## src/rtl/serial_rx_fifo.sv

```systemverilog
module serial_rx_fifo #(
  parameter int DEPTH = 16,
  parameter int AW    = $clog2(DEPTH)
) (
  input  logic       clk,
  input  logic       rst_n,
  input  logic       tick16,
  input  logic       rxd,
  input  logic [1:0] char_len,
  input  logic       par_en,
  input  logic       par_even,
  input  logic       fifo_en,
  input  logic       rd_en,
  input  logic       ovr_ack,
  output logic       data_avail,
  output logic [7:0] rd_data,
  output logic       rd_perr,
  output logic       rd_ferr,
  output logic       rd_brk,
  output logic       overrun
);
  localparam int EW = 11;
  localparam logic [AW:0] CAP_BUF = DEPTH[AW:0];

  typedef enum logic [2:0] {S_IDLE, S_START, S_DATA, S_PAR, S_STOP, S_HOLD} st_t;

  st_t         st;
  logic [3:0]  cnt;
  logic [2:0]  bidx;
  logic [7:0]  shreg;
  logic        par_bit;
  logic        all_zero;

  logic [EW-1:0] mem [DEPTH];
  logic [AW-1:0] wp, rp;
  logic [AW:0]   count;

  wire         mid      = tick16 && (cnt == 4'd15);
  wire [2:0]   last_bit = 3'd4 + {1'b0, char_len};
  wire         exp_par  = par_even ? ^shreg : ~^shreg;
  wire         done     = (st == S_STOP) && mid;
  wire         is_brk   = all_zero && !rxd;
  wire         f_perr   = par_en && !is_brk && (par_bit != exp_par);
  wire [AW:0]  cap      = fifo_en ? CAP_BUF : {{AW{1'b0}}, 1'b1};
  wire         full     = count >= cap;
  wire         do_push  = done && !full;
  wire         do_pop   = rd_en && (count != '0);

  always_ff @(posedge clk or negedge rst_n) begin
    if (!rst_n) begin
      st       <= S_IDLE;
      cnt      <= '0;
      bidx     <= '0;
      shreg    <= '0;
      par_bit  <= 1'b0;
      all_zero <= 1'b0;
    end else if (tick16) begin
      cnt <= cnt + 4'd1;
      case (st)
        S_IDLE:
          if (!rxd) begin
            st  <= S_START;
            cnt <= '0;
          end
        S_START:
          if (cnt == 4'd7) begin
            cnt <= '0;
            if (rxd) st <= S_IDLE;
            else begin
              st       <= S_DATA;
              bidx     <= '0;
              shreg    <= '0;
              all_zero <= 1'b1;
            end
          end
        S_DATA:
          if (mid) begin
            shreg[bidx] <= rxd;
            if (rxd) all_zero <= 1'b0;
            if (bidx == last_bit) st <= par_en ? S_PAR : S_STOP;
            else bidx <= bidx + 3'd1;
          end
        S_PAR:
          if (mid) begin
            par_bit <= rxd;
            if (rxd) all_zero <= 1'b0;
            st <= S_STOP;
          end
        S_STOP:
          if (mid) st <= is_brk ? S_HOLD : S_IDLE;
        S_HOLD:
          if (rxd) st <= S_IDLE;
        default: st <= S_IDLE;
      endcase
    end
  end

  always_ff @(posedge clk) begin
    if (do_push) mem[wp] <= {is_brk, !rxd, f_perr, is_brk ? 8'h00 : shreg};
  end

  always_ff @(posedge clk or negedge rst_n) begin
    if (!rst_n) begin
      wp      <= '0;
      rp      <= '0;
      count   <= '0;
      overrun <= 1'b0;
    end else begin
      if (do_push) wp <= wp + 1'b1;
      if (do_pop)  rp <= rp + 1'b1;
      case ({do_push, do_pop})
        2'b10:   count <= count + 1'b1;
        2'b01:   count <= count - 1'b1;
        default: count <= count;
      endcase
      if (done && full) overrun <= 1'b1;
      else if (ovr_ack) overrun <= 1'b0;
    end
  end

  assign data_avail = (count != '0);
  assign {rd_brk, rd_ferr, rd_perr, rd_data} = mem[rp];

  AST_NO_OVERFLOW: assert property (@(posedge clk) disable iff (!rst_n)
    count <= CAP_BUF) else $error("queue count above depth");
  AST_DROP_KEEPS: assert property (@(posedge clk) disable iff (!rst_n)
    (done && full && !rd_en) |=> (count == $past(count) && wp == $past(wp))) else $error("overrun changed queue");
  AST_OVR_STICKY: assert property (@(posedge clk) disable iff (!rst_n)
    (overrun && !ovr_ack) |=> overrun) else $error("overrun flag lost");
  AST_EMPTY_READ: assert property (@(posedge clk) disable iff (!rst_n)
    (rd_en && !data_avail && !done) |=> (rp == $past(rp) && !data_avail)) else $error("empty read moved pointer");
  AST_FALSE_START: assert property (@(posedge clk) disable iff (!rst_n)
    (st == S_START && tick16 && cnt == 4'd7 && rxd) |=> (st == S_IDLE && count == $past(count) - {{AW{1'b0}}, $past(do_pop)})) else $error("false start not rejected");
  AST_BRK_HOLD: assert property (@(posedge clk) disable iff (!rst_n)
    (st == S_HOLD && !(tick16 && rxd)) |=> st == S_HOLD) else $error("left break wait early");
  AST_SINGLE_CAP: assert property (@(posedge clk) disable iff (!rst_n)
    (!fifo_en && count >= 1 && !do_pop) |=> count == $past(count)) else $error("single mode grew");
endmodule

```

## config.mk

```make
export PLATFORM = sky130hd
export DESIGN_NAME = serial_rx_fifo
export DESIGN_NICKNAME = d
export VERILOG_FILES = /design/src/rtl/serial_rx_fifo.sv
export SDC_FILE = /design/constraint.sdc
export NUM_CORES = 1
export LEC_CHECK = 0
export BUFFER_PORTS_ARGS = -buffer_cell sky130_fd_sc_hd__buf_2
export CAP_MARGIN = 30
export CELL_PAD_IN_SITES_DETAIL_PLACEMENT = 0
export CELL_PAD_IN_SITES_GLOBAL_PLACEMENT = 1
export CORE_MARGIN = 10
export CORE_UTILIZATION = 45
export DETAILED_ROUTE_END_ITERATION = 8
export PLACE_DENSITY_LB_ADDON = 0.2
export RECOVER_POWER = 25
export SLEW_MARGIN = 30
export SYNTH_ARGS = -nofsm -noshare
export SYNTH_HDL_FRONTEND = slang
export SYNTH_SLANG_ARGS = --single-unit
```

## constraint.sdc

```tcl
create_clock -name clk -period 10.1 [get_ports clk]
set_clock_uncertainty 0.15 [all_clocks]
set_input_delay 0 -clock clk [delete_from_list [all_inputs] [get_ports clk]]
set_output_delay 0 -clock clk [all_outputs]
set_load 0.02 [all_outputs]
```

==> impl_results.md, run 1 <==
- Slowest stage delay, CP: 0.65 ns
- Leakage: approximately 3.5 nW
- Leading post-synthesis cells by cell area: edfxtp_1 (60%), mux4_2 (14%), dfrtp_1 (9.6%), ha_1 (1.8%), xnor2_1 (1.4%)
- Final worst-path cycle share: 38.56%
- Final hold violation count: 0
- Core region area: 19400 um2
- Failing checks: max-capacitance violations, max-slew violations
- Global Route Usage Sum: 14.02%
- Post-route insts no fill: 812
- Setup_tns: 0 ns
- Final #Nets: 556
- Placed inst area: approximately 9000 um2
- Die footprint: 25640 um2
- H-tree Lvls: 1
- Yosys top cell by area: edfxtp_1
- Startpoint Class: flop
- Clock tree buffer depth: 3
- Post-synth EDFFs: ~180
- Vert. Die Dim: 160.1 um
- Initial antenna violation count: 0
- Combinational share of power: 27.4%
- Post-Syn Instances: 493
- Post-DP HPWL: roughly 10 mm
- Share of cells above drive strength 1: between 20% and 30%
- CTS tree: yes
- Crit-path cells: or3_1 -> or3b_4 -> a211oi_4 -> inv_1 -> ha_1 -> ha_1 -> nor2b_1 -> o21ai_0 -> a21oi_1 -> or3b_2 -> xnor2_1
- Synth Warn #: 0
- Mapped Nets: between 500 and 600
- Worst-path clk slew: 0.06 ns
- Via count: 4481
- WHS: 0.04587 ns
- Worst setup EP type: flop
- Initial drt markers: 271
- Internal power: 1.864 mW
- Power Density: 262.9 nW/um2
- RSZ-0062 raised after global routing: false
- Synth Register Bits: 210
- Clock network power share: 30.5%
- CP dominant cell by count: ha_1
- Crit Path Category: flop to flop
- Wire per inst: 21.92 um
- I/O Pins: 24
- Yosys cell types: 51
- Slew @ Worst Pin: 1.695 ns
- Min-delay worst type: input port to flop
- Via density: 5.518
- Sink Count: 210
- Most common cell in the synthesized netlist: edfxtp_1
- CP delay by family, top: simple AND/OR/NAND/NOR gates
- Sequential fraction of the synthesis area: between 60% and 70%
- CP Max Fanout: 21
- Row cnt: 51
- Max VDD drop: 0.0001280 V
- Seq pwr share: between 40% and 50%
- Final min period: just under 4 ns
- Net Sw Frac: between 20% and 30%
- DR DRC count: 0
- FMAX: between 200 and 300 MHz
- Starting Density: 45.56%
- Highest-delay cell along the critical path: a211oi_4
- First-pass GRT wire length: 27.95 mm
- Number of CTS-inserted buffers: 22
- Final wirelength: 17.80 mm
- Status: complete, but fails checks
- Layout area overhead: 13.69%
- Net Sw Power: 0.7770 mW
- Final Instance Area: 10050 um2
- Vias in the first global route: around 4800
- Final setup fails: 0
- Arrival time at the worst endpoint: about 4.1 ns
- Largest net degree at the start of global routing: 48
- Post-synth top cells: edfxtp_1 (176), mux4_2 (55), dfrtp_1 (34)
- Root buffer cell: clkbuf_16
- Clk_lat worst skew: about 0.5 ns
- Util after Layout: around half
- Die width: 160.1 um
- Most used flip-flop cell after synthesis: edfxtp_1
- CP Buf/Inv Count: 1
- Max Cap Viol: 1
- Asr flop ratio synth: between 15 and 20%
- Routability cong.: around 0.84
- Grt ovf: 0
- Worst EP required: 10.33 ns
- Placed insts: 761
- Post-Synthesis Cell Area: 8837 um2
- DRT Pass-1 Iters: 4
- Synth top area share: about three fifths
- Slew Viols, Final: 31
- # port buffers: 23
- Antenna-violating nets left: 0
- Syn Area/Cell: approximately 18 um2
- Slew headroom: -13.01%
- Ant. Diodes: 0
[final timing paths]
path / from / endpoint / slack, ns / depth (start not counted)
hold reg to reg: cnt[0] / cnt[0] / 0.36 / 1
setup / recovery: count[1] / count[4] / 6.21 / 11
setup reg to reg: count[1] / count[4] / 6.21 / 11
hold / removal: fifo_en / wp[0] / 0.05 / 5
min in group asynchronous: rst_n / shreg[6] / 0.33 / 3
max in group asynchronous: rst_n / rp[2] / 7.42 / 4
[cell type report]
type | count | area [um2]
Clock buffer | 28 | 624.3
Clock inverter | 12 | 110.1
Fill cell | 1643 | 9351
Inverter | 19 | 71.32
Multi-Input combinational cell | 240 | 2521
Sequential cell | 210 | 6140
Tap cell | 265 | 331.6
Timing Repair Buffer | 38 | 249.0
[layer usage]
metal / track usage [%] / routed length [um]
met5: 0 / 0
met4: 3.923 / 341
met3: 2.365 / 882
met2: 24.11 / 9202
met1: 17.92 / 7371
[state kept, by name, summed over array words and instances (netlist names)]
register and count:
mem 176, count 5, shreg 8, par_bit 1, overrun 1, st 3
all_zero 1, cnt 4, wp 4, bidx 3, rp 4
[placed cells by master (no fill, tap or decap), types with 10 or more instances in the layout]
cell type / synthesis / routed
clkbuf_16: 0 / 23
buf_2: 6 / 20
nand2_1: 13 / 13
mux4_2: 55 / 55
dlygate4sd3_1: 0 / 10
edfxtp_1: 176 / 176
and3_1: 16 / 16
xnor2_1: 14 / 14
inv_1: 19 / 19
nor2_1: 12 / 12
ha_1: 13 / 13
dfrtp_1: 34 / 31
a21oi_1: 10 / 10
o21ai_0: 24 / 24
[power by group through the flow]
stage	Combinational [mW]	Clock [mW]	Sequential, mW
floorplan	0.593	0	1.07
global placement	0.718	0	1.13
detailed placement	0.733	0	1.13
CTS	0.744	0.821	1.11
global route	0.803	0.857	1.12
finish	0.725	0.806	1.11
[worst reg2reg max path, delay by kind of cell (launching register included)]
| kind | cells | cell delay, ns |
|---|---|---|
| AND/OR/NAND/NOR | 4 | 1.41 |
| AO/OA/AOI/OAI | 3 | 0.97 |
| adder cells (fa/ha/maj) | 2 | 0.61 |
| flip-flops | 1 | 0.40 |
| XOR/XNOR | 1 | 0.13 |
| buffers and inverters | 1 | 0.11 |
[metrics by stage]
step	setup slack (ns)	power, mW
final	6.206	2.641
after global placement	6.272	1.845
after floorplan	6.659	1.668
after global routing	5.960	2.782
after CTS	6.172	2.678
after detailed placement	6.182	1.863
[repair_timing]
item                                   4_1_cts  5_1_grt
setup endpoints to repair                    0        0
buffers inserted                             0        0
gates resized for setup                      0        0
endpoints found under the hold margin       68        0
hold buffers                                11        0
[cell families after synthesis]
kind of cell | after synthesis | share of synthesized area (%)
buffers and inverters | 43 | 2.039
DFF | 210 | 69.43
muxes | 60 | 14.63
adders and majority gates | 14 | 2.067
xor gates and xnor gates | 21 | 2.166
and+or+nand+nor | 88 | 5.692
AOI/OAI and AO/OA | 57 | 3.979
(Power assumes the default switching activity.)
==> run 2: changes to the inputs <==
==> constraint.sdc (replaced) <==
create_clock -name clk -period 3.2 [get_ports clk]
set_clock_uncertainty 0.15 [all_clocks]
set_input_delay 0 -clock clk [delete_from_list [all_inputs] [get_ports clk]]
set_output_delay 0 -clock clk [all_outputs]
set_load 0.02 [all_outputs]
==> run 2 against run 1 <==
  * Combinational power grew to 3.4 times the previous value
  * Flip-flop and latch count stayed put
  * Highest routed layer unchanged
  * Clock power grew to 2.9 times the previous value
  * Critical path depth stayed put
  * Clock-buffer cell count is 3 lower
  * Non-clock buffer count is 24 higher
  * Final area is 1.6% higher
  * Utilization is 0.81 points higher
  * Sequential power grew to 3.2 times the previous value
  * Worst setup slack worse by 6.1 ns
  * The flow still finishes with violations (max-capacitance violations, max-slew violations)
  * Routed wire length is 0.28% higher
==> impl_results.md, run 2 (synthesized netlist as in run 1, its figures left out) <==
- Status: complete, but fails checks (unchanged)
- Failing checks: max-capacitance violations, max-slew violations (unchanged)
- Row cnt: 51 (unchanged)
- Max VDD drop: 0.0003591 V (was 0.0001280 V)
- # port buffers: 23 (unchanged)
- Slew headroom: -29.35% (was -13.01%)
- Slowest stage delay, CP: 0.42 ns (was 0.65 ns)
- Clock network power share: 28.1% (was 30.5%)
- Final Instance Area: 10200 um2 (was 10050 um2)
- Post-DP HPWL: 11.07 mm (was 10.46 mm)
- DRT Pass-1 Iters: 4 (unchanged)
- Met3 wire length: 701 um (was 882 um)
- Biggest regs: mem (176), shreg (8), count (5) (unchanged)
- Net Sw Power: 2.497 mW (was 0.7770 mW)
- Max Cap Viol: 1 (unchanged)
- Grt ovf: 0 (unchanged)
- Vias in the first global route: 4848 (was 4768)
- Most common cell after layout, fill and taps aside: edfxtp_1 (unchanged)
- Root buffer cell: clkbuf_16 (unchanged)
- Vert. Die Dim: 160.1 um (unchanged)
- Power Density: 809.0 nW/um2 (was 262.9 nW/um2)
- Global Route Usage Sum: 14.11% (was 14.02%)
- Sink Count: 210 (unchanged)
- Via count: 4520 (was 4481)
- # fillers: 1616 (was 1643)
- Final #Nets: 580 (was 556)
- Clock tree buffer depth: 3 (unchanged)
- Placed inst area: 9440 um2 (was 9209 um2)
- Highest-delay cell along the critical path: or3b_4 (was a211oi_4)
- Max reg flops: 176 (unchanged)
- H-tree Lvls: 1 (unchanged)
- Slew @ Worst Pin: 1.940 ns (was 1.695 ns)
- Initial antenna violation count: 0 (unchanged)
- Final setup fails: 0 (unchanged)
- Initial drt markers: 286 (was 271)
- Worst-path clk slew: 0.06 ns (about the same)
- Routability cong.: 0.7966 (was 0.8392)
- Startpoint Class: flop (unchanged)
- Crit-path cells: or3_4 -> or3b_4 -> a211oi_4 -> inv_2 -> ha_4 -> ha_4 -> nor2b_1 -> o21ai_1 -> a21oi_1 -> or3b_4 -> xnor2_1 (was or3_1 -> or3b_4 -> a211oi_4 -> inv_1 -> ha_1 -> ha_1 -> nor2b_1 -> o21ai_0 -> a21oi_1 -> or3b_2 -> xnor2_1)
- Top Metal Used: met4 (unchanged)
- Worst EP required: 3.44 ns (was 10.33 ns)
- Core region area: 19400 um2 (unchanged)
- Final worst-path cycle share: 95.93% (was 38.56%)
- Number of CTS-inserted buffers: 22 (unchanged)
- First-pass GRT wire length: 28.17 mm (was 27.95 mm)
- Clk_lat worst skew: 0.50 ns (about the same)
- DR DRC count: 0 (unchanged)
- Final min period: 3.070 ns (was 3.894 ns)
- I/O Pins: 24 (unchanged)
- Wl on met1: 7.745 mm (was 7.371 mm)
- Slew Viols, Final: 35 (was 31)
- Die footprint: 25640 um2 (unchanged)
- Arrival time at the worst endpoint: 3.31 ns (was 4.12 ns)
- CTS tree: yes (unchanged)
- Combinational share of power: 29.4% (was 27.4%)
- Seq pwr share: 42.5% (was 42.1%)
- Largest net degree at the start of global routing: 43 (was 48)
- Final hold violation count: 0 (unchanged)
- Via density: 5.420 (was 5.518)
- Wire per inst: 21.40 um (was 21.92 um)
- DR WL met2: 8.980 mm (was 9.202 mm)
- Net Sw Frac: 30.25% (was 29.42%)
- Crit Path Category: flop to flop (unchanged)
- FMAX: 325.7 MHz (was 256.8 MHz)
- Min-delay worst type: input port to flop (unchanged)
- Most frequent cells in the layout: edfxtp_1 (176), mux4_2 (55), dfrtp_1 (31) (unchanged)
- Layout area overhead: 15.48% (was 13.69%)
- Antenna-violating nets left: 0 (unchanged)
- Share of cells above drive strength 1: 27.59% (was 23.03%)
- CP Max Fanout: 4 (was 21)
- Die width: 160.1 um (unchanged)
- Leakage: 3.600 nW (was 3.497 nW)
- Worst setup EP type: flop (unchanged)
- Util after Layout: 52.61% (was 51.79%)
- RSZ-0062 raised after global routing: false (unchanged)
- Ant. Diodes: 0 (unchanged)
- Final wirelength: 17.85 mm (was 17.80 mm)
- Largest register by flop count: mem (unchanged)
- Internal power: 5.758 mW (was 1.864 mW)
- Setup_tns: 0 ns (unchanged)
- Starting Density: 45.56% (unchanged)
## run 2: changes by cell type in the layout (fill, tap and decap cells not counted), moves of 2 or more
| cell | change |
|---|---|
| ha_1 | -2 |
| bufinv_16 | -2 |
| clkbuf_8 | -3 |
| buf_12 | +2 |
| dlygate4sd3_1 | -2 |
| inv_1 | -2 |
| ha_4 | +2 |
| buf_4 | +26 |
## run 2: layout make-up
cell class                 instances  area [um2]  area share, %
inverter                          19       73.82         0.7234
sequential                       210        6140          60.16
clock inverter                    13       71.32         0.6989
clock buffer                      25       583.1          5.714
tap                              265       331.6          3.249
multi-input combinational        240        2556          25.05
timing repair buffer              62       449.2          4.402
## run 2: worst max-delay path: cells and delay by family (launching register included)
family / cells / cell delay [ns]
buf+inv: 1 / 0.07
simple gates: 4 / 1.31
compound gates: 3 / 0.50
flops: 1 / 0.38
xor+xnor: 1 / 0.13
fa+ha+maj: 2 / 0.42
## run 2: worst paths after layout
check	start	end	slack, ns	cells past startpoint
worst max-delay path	count[1]	count[4]	0.13	11
worst min-delay path	char_len[0]	st[2]	0.04	5
worst max register to register	count[1]	count[4]	0.13	11
worst min register to register	cnt[0]	cnt[0]	0.37	1
max in group asynchronous	rst_n	rp[2]	1.17	2
min in group asynchronous	rst_n	count[4]	0.48	2
## run 2: through the flow
step | setup slack, ns | power, mW | std cells | hold slack, ns
after floorplan | 0.008674 | 5.282 | 493 | -0.4456
after CTS | 0.05248 | 8.325 | 831 | 0.02989
after global routing | 0.004170 | 8.712 | 834 | 0.1108
final | 0.1301 | 8.256 | 834 | 0.04380
after global placement | 0.1050 | 5.934 | 785 | -0.01843
after detailed placement | 0.05983 | 5.981 | 785 | -0.004253
## run 2: what timing repair did
| action | CTS | global route |
|---|---|---|
| hold buffers | 8 | 0 |
| gates resized for setup | 0 | 4 |
| setup endpoints to repair | 0 | 1 |
| hold endpoints to repair | 70 | 0 |
| setup buffers | 0 | 3 |
## run 2: power groups by stage
stage	logic, mW	clock network [mW]	registers, mW
2_1_floorplan	1.89	0	3.39
3_3_place_gp	2.37	0	3.57
3_5_place_dp	2.40	0	3.58
4_1_cts	2.43	2.38	3.52
5_1_grt	2.68	2.49	3.54
6_report	2.43	2.32	3.51
## run 2: metal layers
layer  GRT usage, %  vias up
li1               -     2076
met1          18.17     2323
met2          23.75       91
met3          2.494       30
met4          4.549        0
met5              0        -
==> run 3: changes to the inputs <==
--- a/config.mk
+++ b/config.mk
@@ -7,10 +7,10 @@
 export LEC_CHECK = 0
 export BUFFER_PORTS_ARGS = -buffer_cell sky130_fd_sc_hd__buf_2
 export CAP_MARGIN = 30
-export CELL_PAD_IN_SITES_DETAIL_PLACEMENT = 0
-export CELL_PAD_IN_SITES_GLOBAL_PLACEMENT = 1
+export CELL_PAD_IN_SITES_DETAIL_PLACEMENT = 1
+export CELL_PAD_IN_SITES_GLOBAL_PLACEMENT = 2
 export CORE_MARGIN = 10
-export CORE_UTILIZATION = 45
+export CORE_UTILIZATION = 43
 export DETAILED_ROUTE_END_ITERATION = 8
 export PLACE_DENSITY_LB_ADDON = 0.2
 export RECOVER_POWER = 25
==> run 3 against run 2 <==
  * The flow still finishes with violations (max-capacitance violations, max-slew violations)
  * Clock power is 17% higher
  * Register-to-register slack got worse by 0.04 ns
  * Sequential share of layout area is 0.88 points lower
  * Critical path type unchanged
  * Final area grew 1.5%
  * Highest routed layer unchanged
  * Flip-flop and latch count unchanged
  * Worst hold slack gained 0.020 ns
  * Fmax is 1.4% lower
==> impl_results.md, run 3 (synthesized netlist as in run 1, its figures left out) <==
- Final Instance Area: 10350 um2 (was 10200 um2)
- Most common cell after layout, fill and taps aside: edfxtp_1 (unchanged)
- Worst setup EP type: flop (unchanged)
- First-pass GRT wire length: 30.55 mm (was 28.17 mm)
- Worst setup margin: 0.08643 ns (was 0.1301 ns)
- WHS: 0.06362 ns (was 0.04380 ns)
- Max Cap Viol: 1 (unchanged)
- Leakage: 3.670 nW (was 3.600 nW)
- CTS tree: yes (unchanged)
- Vert. Die Dim: 163.4 um (was 160.1 um)
- Vias in the first global route: 5108 (was 4848)
- Max reg flops: 176 (unchanged)
- Largest net degree at the start of global routing: 45 (was 43)
- DRT Pass-1 Iters: 4 (unchanged)
- # port buffers: 23 (unchanged)
- Post-route insts no fill: 842 (was 834)
- Max VDD drop: 0.0005676 V (was 0.0003591 V)
- Global Route Usage Sum: 14.92% (was 14.11%)
- # fillers: 1867 (was 1616)
- Slew Viols, Final: 35 (unchanged)
- Placed inst area: 9447 um2 (was 9440 um2)
- Number of CTS-inserted buffers: 23 (was 22)
- Initial antenna violation count: 0 (unchanged)
- Largest register by flop count: mem (unchanged)
- Reg2reg start: count[3] (was count[1])
- Hold Path Origin: char_len[1] (was char_len[0])
- Die width: 163.4 um (was 160.1 um)
- Layout area overhead: 17.17% (was 15.48%)
- FMAX: 321.2 MHz (was 325.7 MHz)
- R2R setup slack: 0.09 ns (was 0.13 ns)
- CP Max Fanout: 4 (unchanged)
- Worst EP required: 3.45 ns (was 3.44 ns)
- Final hold violation count: 0 (unchanged)
- Slew @ Worst Pin: 1.926 ns (was 1.940 ns)
- Ant. Diodes: 0 (unchanged)
- Min-delay worst type: input port to flop (unchanged)
- H-tree Lvls: 1 (unchanged)
- Final worst-path cycle share: 97.30% (was 95.93%)
- Dpl ws: 0.04321 ns (was 0.05983 ns)
- Grt ovf: 0 (unchanged)
- Most frequent cells in the layout: edfxtp_1 (176), mux4_2 (55), dfrtp_1 (32) (was edfxtp_1 (176), mux4_2 (55), dfrtp_1 (31))
- Hold path depth: 5 (unchanged)
- Startpoint Class: flop (unchanged)
- Antenna-violating nets left: 0 (unchanged)
- Routability cong.: 0.7801 (was 0.7966)
- Final min period: 3.114 ns (was 3.070 ns)
- Worst hold endpoint: st[2] (unchanged)
- Status: complete, but fails checks (unchanged)
- Final #Nets: 582 (was 580)
- Initial drt markers: 279 (was 286)
- Starting Density: 43.67% (was 45.56%)
- Row cnt: 52 (was 51)
- Util after Layout: 51.17% (was 52.61%)
- Via density: 5.464 (was 5.420)
- Failing checks: max-capacitance violations, max-slew violations (unchanged)
- Clk_lat worst skew: 0.52 ns (was 0.50 ns)
- I/O Pins: 24 (unchanged)
- Biggest regs: mem (176), shreg (8), count (5) (unchanged)
- Sink Count: 210 (unchanged)
- Root buffer cell: clkbuf_16 (unchanged)
- RSZ-0062 raised after global routing: true (was false)
- Setup_tns: 0 ns (unchanged)
- Placed insts: 790 (was 785)
- Arrival time at the worst endpoint: 3.36 ns (was 3.31 ns)
- Total power: 8.706 mW (was 8.256 mW)
- Power Density: 840.8 nW/um2 (was 809.0 nW/um2)
- Core region area: 20230 um2 (was 19400 um2)
- Final wirelength: 19.46 mm (was 17.85 mm)
- Share of cells above drive strength 1: 27.97% (was 27.59%)
- DR DRC count: 0 (unchanged)
- Slew headroom: -28.43% (was -29.35%)
- Via count: 4601 (was 4520)
- Crit Path Category: flop to flop (unchanged)
- Post-DP HPWL: 11.79 mm (was 11.07 mm)
- Wire per inst: 23.12 um (was 21.40 um)
- Final setup fails: 0 (unchanged)
- Reg2Reg Capture Point: count[4] (unchanged)
- Cell depth of the worst flop-to-flop path: 11 (unchanged)
- Worst-path clk slew: 0.06 ns (about the same)
- Die footprint: 26690 um2 (was 25640 um2)
- Clock tree buffer depth: 3 (unchanged)
==> run 3: worst max path at each step <==
stage,from,slack [ns],cells past startpoint,end
after floorplan,count[1],0.009,12,count[4]
after global placement,count[3],0.09,11,count[4]
after detailed placement,count[1],0.04,11,count[4]
after CTS,count[1],0.04,11,count[4]
after global routing,count[3],-0.03,11,count[4]
final,count[3],0.09,11,count[4]
==> run 3: layout make-up <==
class | instances | area (um2) | share of cell area, %
clock buffers | 25 | 583.1 | 5.631
flip-flops and latches | 210 | 6138 | 59.28
inverters | 19 | 71.32 | 0.6887
repair buffers | 63 | 456.7 | 4.410
multi-input cells | 240 | 2575 | 24.87
well taps | 270 | 337.8 | 3.262
clock inverters | 15 | 192.7 | 1.861
==> run 3: timing repair <==
action                                 in CTS  in global routing
resized for setup                           0                  6
setup buffers                               0                  2
endpoints found under the hold margin      70                  0
hold buffers                               10                  0
setup endpoints to repair                   0                  1
==> run 3: power breakdown <==
part	internal (mW)	total [mW]	switching [mW]
Clock	1.65	2.72	1.08
Sequential	3.25	3.50	0.257
Combinational	1.23	2.48	1.25
Total	6.12	8.71	2.59
==> run 3: layer usage <==
metal,vias to the layer above,track usage [%],routed length [um]
met5,-,0,0
met4,0,4.057,397
met3,27,2.441,643
met2,78,25.50,9949
met1,2417,19.29,8473
li1,2079,-,-
==> run 3: worst max-delay path, cell delays in order, from the launching register on <==
cell and delay (ns):
dfrtp_1 0.40, or3_4 0.37, or3b_4 0.43, a211oi_4 0.27, inv_2 0.07, ha_4 0.19
ha_4 0.25, nor2b_4 0.12, o21ai_2 0.13, a21oi_1 0.08, or3b_4 0.40, xnor2_2 0.13
